File: config.mk
export PLATFORM = sky130hd
export DESIGN_NAME = ut_mul32
export DESIGN_NICKNAME = d
export VERILOG_FILES = /design/src/rtl/ut_pkg.sv /design/src/rtl/ut_leaf2.sv /design/src/rtl/ut_sec_asm.sv /design/src/rtl/ut_vt_mul.sv /design/src/rtl/ut_mul32.sv
export SDC_FILE = /design/constraint.sdc
export NUM_CORES = 2
export LEC_CHECK = 0
export ABC_AREA = 1
export BUFFER_PORTS_ARGS = -buffer_cell sky130_fd_sc_hd__buf_4
export CORE_UTILIZATION = 67
export CTS_CLUSTER_SIZE = 12
export DETAILED_ROUTE_END_ITERATION = 6
export PLACE_DENSITY = 0.92
export SYNTH_ARGS = -nofsm -noshare
export SYNTH_HDL_FRONTEND = slang
export SYNTH_SLANG_ARGS = --single-unit
File: constraint.sdc
create_clock -name clk -period 16.93 [get_ports clk]
set_input_delay 0 -clock clk [delete_from_list [all_inputs] [get_ports clk]]
set_output_delay 0 -clock clk [all_outputs]
set_load 0.03 [all_outputs]
File: src/rtl/ut_pkg.sv
package ut_pkg;
  // width of the leaf cell that ends the recursion
  localparam int unsigned UT_LEAF_W = 2;

  // true when w is a power of two no smaller than the leaf width
  function automatic bit ut_width_ok(input int unsigned w);
    int unsigned v;
    v = w;
    while (v > UT_LEAF_W && (v % 2) == 0) v = v / 2;
    return (v == UT_LEAF_W);
  endfunction
endpackage

File: src/rtl/ut_leaf2.sv
module ut_leaf2 (
  input  logic [1:0] a,
  input  logic [1:0] b,
  output logic [3:0] p
);
  logic t_a1b0, t_a0b1, t_a1b1;
  logic c_mid;

  always_comb begin
    // vertical terms
    p[0]   = a[0] & b[0];
    t_a1b1 = a[1] & b[1];
    // crosswise terms, half adder
    t_a1b0 = a[1] & b[0];
    t_a0b1 = a[0] & b[1];
    p[1]   = t_a1b0 ^ t_a0b1;
    c_mid  = t_a1b0 & t_a0b1;
    // second half adder
    p[2]   = t_a1b1 ^ c_mid;
    p[3]   = t_a1b1 & c_mid;
  end

  always_comb begin
    AST_LEAF_EXACT: assert ({2'b00, a} * {2'b00, b} == p);
  end
endmodule

File: src/rtl/ut_sec_asm.sv
module ut_sec_asm #(
  parameter int unsigned W = 32
) (
  input  logic [W-1:0]   pll,
  input  logic [W-1:0]   plh,
  input  logic [W-1:0]   phl,
  input  logic [W-1:0]   phh,
  output logic [2*W-1:0] p
);
  localparam int unsigned H  = W / 2;
  localparam int unsigned MW = W + 2;

  logic [MW-1:0] mid;
  logic [W:0]    upper;

  always_comb begin
    // diagonal with the two cross terms and the carry-in from the low section
    mid   = MW'(pll[W-1:H]) + MW'(plh) + MW'(phl);
    // top diagonal takes the high term plus everything carried out of mid
    upper = (W+1)'(phh) + (W+1)'(mid[MW-1:H]);
    p     = {upper[W-1:0], mid[H-1:0], pll[H-1:0]};
  end

  always_comb begin
    AST_NO_CARRY_OUT: assert (upper[W] == 1'b0);
  end
endmodule

File: src/rtl/ut_vt_mul.sv
module ut_vt_mul #(
  parameter int unsigned W = 16
) (
  input  logic [W-1:0]   a,
  input  logic [W-1:0]   b,
  output logic [2*W-1:0] p
);
  import ut_pkg::*;

  generate
    if (W == UT_LEAF_W) begin : g_leaf
      ut_leaf2 u_leaf (.a(a), .b(b), .p(p));
    end else begin : g_split
      localparam int unsigned H = W / 2;
      logic [W-1:0] t_ll, t_lh, t_hl, t_hh;

      ut_vt_mul #(.W(H)) u_ll (.a(a[H-1:0]), .b(b[H-1:0]), .p(t_ll));
      ut_vt_mul #(.W(H)) u_lh (.a(a[H-1:0]), .b(b[W-1:H]), .p(t_lh));
      ut_vt_mul #(.W(H)) u_hl (.a(a[W-1:H]), .b(b[H-1:0]), .p(t_hl));
      ut_vt_mul #(.W(H)) u_hh (.a(a[W-1:H]), .b(b[W-1:H]), .p(t_hh));

      ut_sec_asm #(.W(W)) u_asm (
        .pll(t_ll), .plh(t_lh), .phl(t_hl), .phh(t_hh), .p(p)
      );
    end
  endgenerate
endmodule

File: src/rtl/ut_mul32.sv
module ut_mul32 #(
  parameter int unsigned DATA_W  = 32,
  parameter bit          OUT_REG = 1'b1
) (
  input  logic                clk,
  input  logic                rst_n,
  input  logic                in_valid,
  output logic                in_ready,
  input  logic [DATA_W-1:0]   in_a,
  input  logic [DATA_W-1:0]   in_b,
  output logic                out_valid,
  input  logic                out_ready,
  output logic [2*DATA_W-1:0] out_data
);
  import ut_pkg::*;

  localparam int unsigned H  = DATA_W / 2;
  localparam int unsigned PW = 2 * DATA_W;

  initial begin
    AST_WIDTH_POW2: assert (ut_width_ok(DATA_W));
  end

  // four half-width cross terms
  logic [DATA_W-1:0] pp_ll, pp_lh, pp_hl, pp_hh;
  logic [PW-1:0]     prod;

  ut_vt_mul #(.W(H)) u_ll (.a(in_a[H-1:0]),      .b(in_b[H-1:0]),      .p(pp_ll));
  ut_vt_mul #(.W(H)) u_lh (.a(in_a[H-1:0]),      .b(in_b[DATA_W-1:H]), .p(pp_lh));
  ut_vt_mul #(.W(H)) u_hl (.a(in_a[DATA_W-1:H]), .b(in_b[H-1:0]),      .p(pp_hl));
  ut_vt_mul #(.W(H)) u_hh (.a(in_a[DATA_W-1:H]), .b(in_b[DATA_W-1:H]), .p(pp_hh));

  // section assembly into four H-bit slices
  ut_sec_asm #(.W(DATA_W)) u_asm (
    .pll(pp_ll), .plh(pp_lh), .phl(pp_hl), .phh(pp_hh), .p(prod)
  );

  generate
    if (OUT_REG) begin : g_reg
      logic          vld_q;
      logic [PW-1:0] dat_q;

      assign in_ready  = !vld_q || out_ready;
      assign out_valid = vld_q;
      assign out_data  = dat_q;

      always_ff @(posedge clk) begin
        if (!rst_n) begin
          vld_q <= 1'b0;
          dat_q <= '0;
        end else if (in_ready) begin
          vld_q <= in_valid;
          if (in_valid) dat_q <= prod;
        end
      end

      AST_LATENCY_ONE: assert property (@(posedge clk) disable iff (!rst_n)
        (in_valid && in_ready) |=> out_valid);
      AST_PRODUCT_MATCH: assert property (@(posedge clk) disable iff (!rst_n)
        (in_valid && in_ready) |=> (out_data == (PW'($past(in_a)) * PW'($past(in_b)))));
      AST_LOW_SECTION: assert property (@(posedge clk) disable iff (!rst_n)
        (in_valid && in_ready) |=> (out_data[H-1:0] ==
          H'(DATA_W'($past(in_a[H-1:0])) * DATA_W'($past(in_b[H-1:0])))));
      AST_HOLD_DATA: assert property (@(posedge clk) disable iff (!rst_n)
        (out_valid && !out_ready) |=> (out_valid && $stable(out_data)));
      AST_IDLE_DROPS: assert property (@(posedge clk) disable iff (!rst_n)
        (in_ready && !in_valid) |=> !out_valid);
    end else begin : g_comb
      assign in_ready  = out_ready;
      assign out_valid = in_valid;
      assign out_data  = prod;
    end
  endgenerate
endmodule

==> results.toml <==
[floorplanning]
fp.dieW_um = 302.8
io_pins = 134
initial_core_util = 0.6809
die_h_um = 302.8
dieArea_mm2 = 0.09171
fp-row-count = 109
core_mm2 = 0.08906

[final_layout]
post-route-util = 0.7037
layout_common_cells = "nand2_1, inv_1, ha_1"
fillers = 7136
nets = 10979
layout-drive-gt1-share = 0.02353
area_growth_pct = 3.353
final_common_cell = "nand2_1"

[global_route]
grt_max_degree = 72
antenna_found_initial = 4
grt_pass1_vias = 57349
grt_first_pass_wirelength_um = 267000
grt-ovfl-total = 0
grt_usage = 0.3536

[logic_synthesis]
ys_seq_area_frac = 0.02146
synthCells = 9104
synth_edf_count = 0
yosysUniqueCellTypes = 52
synth-seq-cells = 65
synthFlopType = "dfxtp_1"
synth-async-reset-ratio = 0
postSynthAreaPerCell_um2 = 6.660
synth_area_mm2 = 0.06063
ys_warn_count = 0
synth_nets = 11037

[worst_setup_path]
r2r_slack_ps = 14550
rr_endpoint = "out_data[45]"
rr_startpoint = "out_valid"
crit_slowest_cell = "fa_1"
crit_required_ps = 17190
end_kind = "register"
slowest_delay_ps = 540
rr_worst_depth = 9
path_class = "in -> reg"
arrival_ps = 15260
startpoint_type = "input pin"
critPathMostFrequentCell = "nand2_1"
cp_max_fo = 32

[sta]
tightest_slew_ps = 779.4
report.final.slew_viol_count = 0
min_period_over_period = 0.8858
rsz0062_at_grt = "false"
slew-limit-headroom = 0.4804
whs_ps = -11.38
fmax_ghz = 0.06668
setup_slack_ps = 1933
setup_viol = 0
fin_worst_skew_ps = 22.29
fin_setup_tns_ps = 0
layout_min_cycle_time_ps = 15000
hold_viol_final = 1

[drt]
totalWireLength_um = 161700
antenna_left = 0
drtIter0Drc = 3709
vias = 57210
viasPerCell = 5.599
wl_per_cell_um = 15.83
first_pass_iters = 6
drc = 0

[hold_path]
hold_end = "out_valid"
min-delay-start = "out_ready"
min_path_cells = 4
hp-class = "in -> reg"

[clock_tree]
ctsHtreeMaxLevel = 3
cts-root-buf = "clkbuf_16"
cts_inserted_buffers = 9
cts_tree = "built"
clkSlewWorstSetupHoldPaths_ps = 70
cts_hold_buf = 0
clkLatencyLatePin_ps = 390
clock_sinks = 65
post_cts_resized = 0
cts_setup_buffers = 0
cts_max_path_buffers = 2

[job]
max-cap-violations = 0

[placed_design]
hpwl_um = 131100
pre_cts_ws_ps = 1817
io_buffers = 133
gp_congestion = 0.9699

[status]
failed_checks = "hold timing"
status = "complete, but fails checks"
-- layer usage --
| layer | global-route usage | vias to the layer above | wire length (um) |
|---|---|---|---|
| met1 | 0.4220 | 26417 | 65770 |
| met5 | 0 | - | 40 |
| li1 | - | 28317 | - |
| met4 | 0.1707 | 6 | 8800 |
| met2 | 0.6203 | 1903 | 75010 |
| met3 | 0.05027 | 567 | 12090 |
-- area by class of cell --
type	count	area (um^2)	share of cell area
clock buffers	9	225.2	0.003594
repair buffers	142	1066	0.01701
multi-input cells	6810	50960	0.8132
diodes	1	2.502	0.00003993
flip-flops and latches	65	1301	0.02076
clock inverters	7	77.57	0.001238
well taps	1165	1458	0.02326
inverters	2018	7575	0.1209
-- metrics by stage --
step	hold slack, ps	area, um^2	cells
final	-11.38	62670	10217
after global routing	33.79	62670	10216
after CTS	1.843	62670	10216
after detailed placement	384.1	62360	10200
after global placement	352.8	62360	10200
after floorplan	138.4	60630	9104
-- state kept, by name, indices dropped and copies added, names as in the netlist --
register   count
out_valid      1
out_data      64
-- worst max path at each step --
stage                       start           end  depth (start not counted)
after floorplan           in_a[1]  out_data[63]                         93
after global placement    in_a[1]  out_data[63]                         94
after detailed placement  in_a[1]  out_data[59]                         93
after CTS                 in_a[1]  out_data[59]                         93
after global routing      in_a[0]  out_data[59]                         95
final                     in_a[1]  out_data[59]                         93
-- worst max-delay path, delay by kind of cell --
kind | cells | cell delay [ps]
AO/OA/AOI/OAI | 23 | 3910
XOR/XNOR | 7 | 1030
adder cells (fa/ha/maj) | 15 | 5020
AND/OR/NAND/NOR | 36 | 4150
buffers and inverters | 12 | 1070
-- synth_stat cells, types with 6 or more instances --
library cell     n  area [um^2]
nand2_1       2140         8033
inv_1         2011         7548
ha_1          1562        19540
a21oi_1        600         3003
xor2_1         546         4782
nand3_1        458         2292
nor2_1         403         1513
xnor2_1        318         2785
fa_1           303         6066
clkbuf_1       206        773.2
o21ai_0        180        900.9
nor3_1          67        335.3
dfxtp_1         65         1301
o21bai_1        39        292.8
nand4_1         36        225.2
a21o_1          23        172.7
o21ai_1         17        85.08
a31oi_1         13        81.33
nand2_2         13        81.33
o2111ai_1        8        70.07
o211ai_1         8        60.06
and2_1           7        43.79
nand3b_1         6        45.04
o221ai_1         6        52.55
or2_2            6        37.54
-- cell families (layout without fill, tap and decap cells) --
family                   after synthesis  count (layout)  share of synthesized area
flip-flops                            65              65                    0.02146
AND/OR/NAND/NOR                     3162            3162                     0.2119
XOR/XNOR                             865             865                     0.1251
adder cells (fa/ha/maj)             1865            1865                     0.4224
AO/OA/AOI/OAI                        918             918                    0.08116
other                                  0               1                          0
buffers and inverters               2229            2176                     0.1381
Power is not shown: default switching activity piles up to over one toggle a cycle in this logic, so the estimate is an artifact.
